File: src/rtl/clk_stop_gate_pkg.sv
`timescale 1ns/1ps
package clk_stop_gate_pkg;

  typedef enum logic {
    GATE_HALT = 1'b0,
    GATE_RUN  = 1'b1
  } gate_state_e;

  function automatic int cnt_width(input int limit);
    return (limit < 1) ? 1 : $clog2(limit + 1);
  endfunction

endpackage

File: src/rtl/cg_sync.sv
`timescale 1ns/1ps
module cg_sync #(
  parameter int   STAGES  = 2,
  parameter logic RST_VAL = 1'b0
) (
  input  logic clk,
  input  logic rst_n,
  input  logic d,
  output logic q
);
  logic [STAGES-1:0] pipe;

  generate
    if (STAGES == 1) begin : g_single
      always_ff @(posedge clk or negedge rst_n) begin
        if (!rst_n) pipe <= RST_VAL;
        else        pipe <= d;
      end
    end else begin : g_chain
      always_ff @(posedge clk or negedge rst_n) begin
        if (!rst_n) pipe <= {STAGES{RST_VAL}};
        else        pipe <= {pipe[STAGES-2:0], d};
      end
    end
  endgenerate

  assign q = pipe[STAGES-1];
endmodule

File: src/rtl/cg_minrun.sv
`timescale 1ns/1ps
module cg_minrun #(
  parameter int MIN_RUN = 100
) (
  input  logic clk,
  input  logic rst_n,
  input  logic run_en,
  output logic win_open
);
  localparam int            W     = clk_stop_gate_pkg::cnt_width(MIN_RUN);
  localparam logic [W-1:0]  LIMIT = W'(MIN_RUN);

  logic [W-1:0] cnt;

  // counts high pulses delivered since the enable last rose
  always_ff @(posedge clk or negedge rst_n) begin
    if (!rst_n)              cnt <= '0;
    else if (!run_en)        cnt <= '0;
    else if (cnt != LIMIT)   cnt <= cnt + W'(1);
  end

  assign win_open = run_en && (cnt != LIMIT);
endmodule

File: src/rtl/cg_enable.sv
`timescale 1ns/1ps
module cg_enable #(
  parameter int N_OUT = 2
) (
  input  logic             clk,
  input  logic             rst_n,
  input  logic             run_want,
  output logic             run_en,
  output logic [N_OUT-1:0] clk_out
);
  import clk_stop_gate_pkg::*;

  gate_state_e state;

  // enable moves only while clk is low, so the AND below cannot chop a pulse
  always_ff @(negedge clk or negedge rst_n) begin
    if (!rst_n) state <= GATE_HALT;
    else        state <= run_want ? GATE_RUN : GATE_HALT;
  end

  assign run_en = (state == GATE_RUN);

  generate
    for (genvar i = 0; i < N_OUT; i++) begin : g_out
      assign clk_out[i] = clk & run_en;
    end
  endgenerate
endmodule

File: src/rtl/clk_stop_gate.sv
`timescale 1ns/1ps
module clk_stop_gate #(
  parameter int N_OUT       = 2,
  parameter int SYNC_STAGES = 2,
  parameter int MIN_RUN     = 100
) (
  input  logic             clk_src,
  input  logic             rst_n,
  input  logic             stop_n,
  input  logic             pwr_down,
  output logic [N_OUT-1:0] clk_gated,
  output logic             clk_free
);
  logic sync_run;
  logic sync_pd;
  logic win_open;
  logic run_en;
  logic run_want;

  cg_sync #(.STAGES(SYNC_STAGES), .RST_VAL(1'b1)) u_sync_stop (
    .clk(clk_src), .rst_n(rst_n), .d(stop_n), .q(sync_run)
  );

  cg_sync #(.STAGES(SYNC_STAGES), .RST_VAL(1'b0)) u_sync_pd (
    .clk(clk_src), .rst_n(rst_n), .d(pwr_down), .q(sync_pd)
  );

  cg_minrun #(.MIN_RUN(MIN_RUN)) u_minrun (
    .clk(clk_src), .rst_n(rst_n), .run_en(run_en), .win_open(win_open)
  );

  // power-down wins; an open window keeps a pending stop waiting
  assign run_want = !sync_pd && (sync_run || win_open);

  cg_enable #(.N_OUT(N_OUT)) u_enable (
    .clk(clk_src), .rst_n(rst_n), .run_want(run_want),
    .run_en(run_en), .clk_out(clk_gated)
  );

  assign clk_free = clk_src;
endmodule

File: config.mk
export PLATFORM = sky130hd
export DESIGN_NAME = clk_stop_gate
export DESIGN_NICKNAME = d
export VERILOG_FILES = /design/src/rtl/clk_stop_gate_pkg.sv /design/src/rtl/cg_sync.sv /design/src/rtl/cg_minrun.sv /design/src/rtl/cg_enable.sv /design/src/rtl/clk_stop_gate.sv
export SDC_FILE = /design/constraint.sdc
export NUM_CORES = 1
export LEC_CHECK = 0
export BUFFER_PORTS_ARGS = -buffer_cell sky130_fd_sc_hd__buf_2
export CAP_MARGIN = 20
export CORE_MARGIN = 3
export CORE_UTILIZATION = 40
export DETAILED_ROUTE_END_ITERATION = 7
export HOLD_SLACK_MARGIN = 0.08
export PLACE_DENSITY = 0.69
export SYNTH_ARGS = -nofsm -noshare
export SYNTH_HDL_FRONTEND = slang
export SYNTH_SLANG_ARGS = --single-unit
File: constraint.sdc
create_clock -name clk_src -period 1.2 [get_ports clk_src]
set_input_delay 0 -clock clk_src [delete_from_list [all_inputs] [get_ports clk_src]]
set_output_delay 0 -clock clk_src [all_outputs]
set_load 0.02 [all_outputs]
==> reports/qor.txt, run 1 <==
Outcome: complete, but fails checks
Failing checks: negative setup slack
Final Hold Fails: 0
Drt drc: 0
Final setup TNS: -4980 ps
Vias in the first global route: 584
Reg2Reg Launch Point: u_minrun.cnt[0]
# setup viols final: 11
Initial Utilization: 45.7%
Nets: 87
DIE WIDTH: 43.1 um
Fill cells: 79
Die area: 1850 um2
Worst vdd ir: 0.00126 V
Met1 Use GR: 17.7%
Avg Cell Area, Syn: 11.2 um2
Placed cell area: 662 um2
Synth unique cells: 24
Post-Place Cells: 76
YS warnings: 0
Skew final: 18.3 ps
Worst Setup Path Type: flop to output port
Vias: 487
Routed wire length: 1410 um
GRT Total Usage: 20.1%
Global-route wire length before repair: 2420 um
Final worst setup slack: -690 ps
Register area: 303 um2
Remaining Overflow, GRT: 0
Power Dens Cells: 1800 nW/um2
Initial antenna violation count: 0
Rows: 12
RSZ-0062 raised after global routing: yes
Dpl hpwl: 752 um
Clk_lat worst skew: 400 ps
Most common cell after layout, fill and taps aside: buf_4
Cells after Synth: 49
Grt met2 use: 28.1%
Hold slack: 129 ps
WL/cell: 14.8 um
Die Span Y: 43.1 um
Worst-path clk slew: 70 ps
DR vias/cell: 5.13
Startpoint type of the worst setup path: flop
CP Capture Type: output port
Fin. max-slew vios: 0
Lkg Pwr: 0.422 nW
Netlist Area Pre-Place: 549 um2
Slew margin rel.: 71.2%
Crit path from: u_enable.run_en
Largest net degree at the start of global routing: 13
Detailed Route Iter0 Violations: 12
Busiest grt layer: met2
Routed Antenna Nets: 0
GR Util met3: 16.9%
Area of the multi-input gates: 225 um2
TritonCTS clock tree: built
Layout area overhead: 58.8%
Part of the Yosys area used for sequential elements: 55.1%
Required @ worst endpoint: 1200 ps
Finished Layout Cells: 95
Share of layout cells above drive strength 1: 44.4%
Worst-path fanout max: 2
Register bit count reported by yosys: 12
Max-Cap Viols: 0
I/O Buffers: 6
Ant diodes: 0
WP data arrival: 1890 ps
Worst Tran Pin Value: 431 ps
Worst Hold Class: primary input to asynchronous set/reset pin
DRT Pass-1 Iters: 4
Most frequent cells in the layout: buf_4, dfrtp_1, nand2_1
IO Count: 7
Core area: 1200 um2
Placer Congestion: 0.766
Final Cell Area: 872 um2
Final core utilization: 72.6%
Syn_nets: 55
## metrics by stage
step	power, W	setup WS (ps)
4_1_cts	0.00155	-698
6_report	0.00157	-690
3_3_place_gp	0.000695	-555
3_5_place_dp	0.000698	-597
5_1_grt	0.00167	-743
2_1_floorplan	0.000686	-677
## path summary, 6_finish.rpt
kind / endpoint / slack (ps) / depth (start not counted)
min reg2reg: u_sync_stop.pipe[1] / 370 / 0
max reg2reg: u_enable.run_en / -600 / 5
min: u_sync_stop.pipe[1] / 130 / 2
min in group clk_src: u_sync_stop.pipe[0] / 270 / 2
max: clk_gated[0] / -690 / 4
max in group asynchronous: u_minrun.cnt[1] / 220 / 3
## synth_stat cells
master    n  area, um2
buf_4     2       15.0
nand4b_1  1       8.76
nand2_1   8       30.0
xor2_1    1       8.76
nor3b_2   1       12.5
inv_1     3       11.3
nand3_1   1       5.00
nor2_1    1       3.75
ha_1      2       25.0
dfrtn_1   1       25.0
o22ai_1   2       12.5
dfstp_2   2       52.6
or4b_1    1       10.0
xnor2_1   1       8.76
dfrtp_1   9        225
mux2i_1   3       30.0
nand3b_1  1       7.51
and2_1    2       12.5
o21a_1    1       7.51
nand2b_1  2       12.5
and3_1    1       6.26
o21ai_1   1       5.00
clkbuf_1  1       3.75
nand3_2   1       10.0
## where the power goes
part / total (W) / leakage [nW] / internal, W / switching [W]
sequential: 0.000437 / 0.152 / 0.000426 / 0.0000112
clock: 0.00101 / 0.0863 / 0.000644 / 0.000368
combinational: 0.000123 / 0.183 / 0.0000681 / 0.0000551
## state kept, by name, indices dropped and copies added, names as in the netlist
signal / count
u_minrun.cnt: 7
u_enable.run_en: 1
u_sync_stop.pipe: 2
u_sync_pd.pipe: 2
## critical path, cell delays in order (launching register included)
cell and delay, ps:
dfrtn_1 420, buf_6 110, and2_4 160, buf_8 100, buf_8 100
## cells by family (layout without fill, tap and decap cells)
logic type               after synthesis  count (layout)  synth area share (%)
flip-flops                            12              12                  55.1
adder cells (fa/ha/maj)                2               2                  4.56
buffers and inverters                  6              38                  5.47
AO/OA/AOI/OAI                          4               4                  4.56
AND/OR/NAND/NOR                       20              20                  21.6
multiplexers                           3               3                  5.47
XOR/XNOR                               2               2                  3.19
## metal layers
metal | share of wire [%] | routed length [um] | vias to the layer above
li1 | - | - | 225
met1 | 40 | 569 | 236
met2 | 49 | 682 | 20
met3 | 8.5 | 120 | 6
met4 | 2.3 | 33 | 0
met5 | 0 | 0 | -
## area by class of cell
type / count / share of cell area (%)
Multi-Input combinational cell: 31 / 25.8
Sequential cell: 12 / 34.7
Inverter: 3 / 1.29
Clock buffer: 15 / 17.4
Timing Repair Buffer: 20 / 18.8
Tap cell: 14 / 2.01
## timing repair
item,CTS,global route
endpoints found under the setup margin,12,11
gates resized for setup,11,5
endpoints found under the hold margin,14,0
hold buffers,4,0
buffers inserted,2,1
pin swaps,2,0
No activity file was read; power rests on OpenSTA's default activity.
==> run 2, diff against run 1 <==
--- a/config.mk
+++ b/config.mk
@@ -7,7 +7,7 @@
 export LEC_CHECK = 0
 export BUFFER_PORTS_ARGS = -buffer_cell sky130_fd_sc_hd__buf_2
 export CAP_MARGIN = 20
-export CORE_MARGIN = 3
+export CORE_MARGIN = 2
 export CORE_UTILIZATION = 40
 export DETAILED_ROUTE_END_ITERATION = 7
 export HOLD_SLACK_MARGIN = 0.08
==> run 2 against run 1 <==
The flow still finishes with violations (negative setup slack). Sequential power is essentially flat. Final cell count is 5.3% higher. Die area fell by 9.1%. Highest routed layer unchanged. Clock skew is 8.9 ps higher. Largest cell class unchanged.
==> reports/qor.txt, run 2 (synthesized netlist as in run 1, its figures left out) <==
RSZ-0062 raised after global routing: yes
Rows: 13 (+1)
Share of layout cells above drive strength 1: 51.8% (+7.3 points)
Fin. max-slew vios: 0 (unchanged)
Worst vdd ir: 0.00115 V (-8.8%)
CP top delay family: flip-flops
Skew final: 27.2 ps (+8.92 ps)
Worst-path clk slew: 70 ps (about the same)
Final setup TNS: -5690 ps (-707 ps)
DIE WIDTH: 41.1 um (-4.6%)
Required @ worst endpoint: 1200 ps (about the same)
I/O Buffers: 6 (unchanged)
Vias: 500 (+2.7%)
Most numerous cell on the critical path: buf_8
DRT Pass-1 Iters: 4 (unchanged)
Core area: 1280 um2 (+7.0%)
Initial Utilization: 42.7% (-3.0 points)
Final Cell Area: 928 um2 (+6.5%)
GR Util met3: 15.8% (-1.2 points)
Slowest-stage cell, CP: dfrtn_1
Layout area overhead: 69.0%
Slew margin rel.: 70.3% (-0.85 points)
Routed wire length: 1490 um (+5.8%)
Global-route wire length before repair: 1990 um (-17%)
Most frequent cells in the layout: buf_4, dfrtp_1, nand2_1, clkbuf_4, buf_8
DR vias/cell: 5.00 (-2.5%)
Dpl hpwl: 791 um (+5.1%)
Hold slack: 140 ps (+10.9 ps)
Failing checks: negative setup slack
Max reg flops: 7 (unchanged)
IO Count: 7 (unchanged)
Largest net degree at the start of global routing: 13 (unchanged)
GRT Total Usage: 21.2% (+1.1 points)
Grt met2 use: 29.3% (+1.2 points)
Worst-path fanout max: 2 (unchanged)
CP peak stage delay: 440 ps (+20 ps)
Largest regs: u_minrun.cnt (7), u_sync_pd.pipe (2), u_sync_stop.pipe (2)
Die Span Y: 41.1 um (-4.6%)
Biggest register: u_minrun.cnt
Clk_lat worst skew: 400 ps (about the same)
Routed Antenna Nets: 0 (unchanged)
Startpoint type of the worst setup path: flop
Power Dens Cells: 1550 nW/um2 (-14%)
CP Capture Type: output port
Final Hold Fails: 0 (unchanged)
Remaining Overflow, GRT: 0 (unchanged)
Outcome: complete, but fails checks
Placed cell area: 678 um2 (+2.5%)
Crit-path cells: buf_6, and2_4, buf_8, buf_8
Final core utilization: 72.2% (-0.35 points)
Ant diodes: 0 (unchanged)
Placer Congestion: 0.751 (-1.9%)
Met1 Use GR: 22.9% (+5.2 points)
Nets: 91 (+4.6%)
TritonCTS clock tree: built
Detailed Route Iter0 Violations: 11 (-1)
Drt drc: 0 (unchanged)
Vias in the first global route: 456 (-22%)
Die area: 1690 um2 (-9.1%)
Final worst setup slack: -707 ps (-16.3 ps)
Max-Cap Viols: 0 (unchanged)
WL/cell: 14.9 um (+0.48%)
Most common cell after layout, fill and taps aside: buf_4
Worst Setup Path Type: flop to output port
Lkg Pwr: 0.451 nW (+6.8%)
Worst Hold Class: primary input to asynchronous set/reset pin
WP data arrival: 1910 ps (+20 ps)
Initial antenna violation count: 0 (unchanged)
CP bufs+invs: 3 (unchanged)
# setup viols final: 11 (unchanged)
Pre-CTS setup slack: -621 ps (-23.7 ps)
Busiest grt layer: met2
Fill cells: 90 (+14%)
Worst Tran Pin Value: 444 ps (+12.7 ps)
-- run 2: cell count changes in the layout (fill, tap and decap cells not counted), sizes merged --
cell | previous run | this run
buf | 21 | 27
clkbuf | 10 | 8
-- run 2: final cells by class --
class	count	area [um2]	area share (%)
flip-flops and latches	12	303	32.6
multi-input cells	31	239	25.7
repair buffers	26	229	24.7
clock buffers	13	128	13.7
well taps	15	18.8	2.02
inverters	3	11.3	1.21
-- run 2: final timing paths --
check,startpoint,to,slack [ps],cells past startpoint
worst max-delay path,u_enable.run_en,clk_gated[1],-710,4
worst min-delay path,rst_n,u_sync_stop.pipe[1],140,2
worst max register to register,u_minrun.cnt[0],u_enable.run_en,-560,5
worst min register to register,u_sync_stop.pipe[0],u_sync_stop.pipe[1],360,0
max in group asynchronous,rst_n,u_sync_pd.pipe[1],190,3
min in group clk_src,stop_n,u_sync_stop.pipe[0],270,2
-- run 2: worst reg2reg max path, delay by kind of cell (launching register included) --
kind | cells | cell delay [ps]
buf+inv | 1 | 60
fa+ha+maj | 1 | 140
compound gates | 1 | 80
flops | 1 | 390
simple gates | 2 | 370
-- run 2: what timing repair did --
action,CTS,global route
buffers inserted,2,6
endpoints found under the hold margin,14,0
setup endpoints to repair,12,11
hold buffers,4,0
gates resized for setup,8,15
pin swaps,2,1
-- run 2: per-stage QoR --
| step | instances | power, W |
|---|---|---|
| floorplan | 49 | 0.000686 |
| global placement | 79 | 0.000694 |
| detailed placement | 79 | 0.000698 |
| CTS | 95 | 0.00137 |
| global route | 100 | 0.00151 |
| finish | 100 | 0.00144 |
-- run 2: metal layers --
metal,part of all wire [%],wire (um)
met5,0,0
met4,3.4,51
met2,51,756
met3,5.3,79
met1,40,598
-- run 2: power breakdown --
part / total, W / leakage (nW) / switching, W / internal, W
sequential: 0.000437 / 0.152 / 0.0000106 / 0.000426
clock: 0.000847 / 0.0736 / 0.000341 / 0.000506
combinational: 0.000154 / 0.225 / 0.0000630 / 0.0000911
total: 0.00144 / 0.451 / 0.000415 / 0.00102
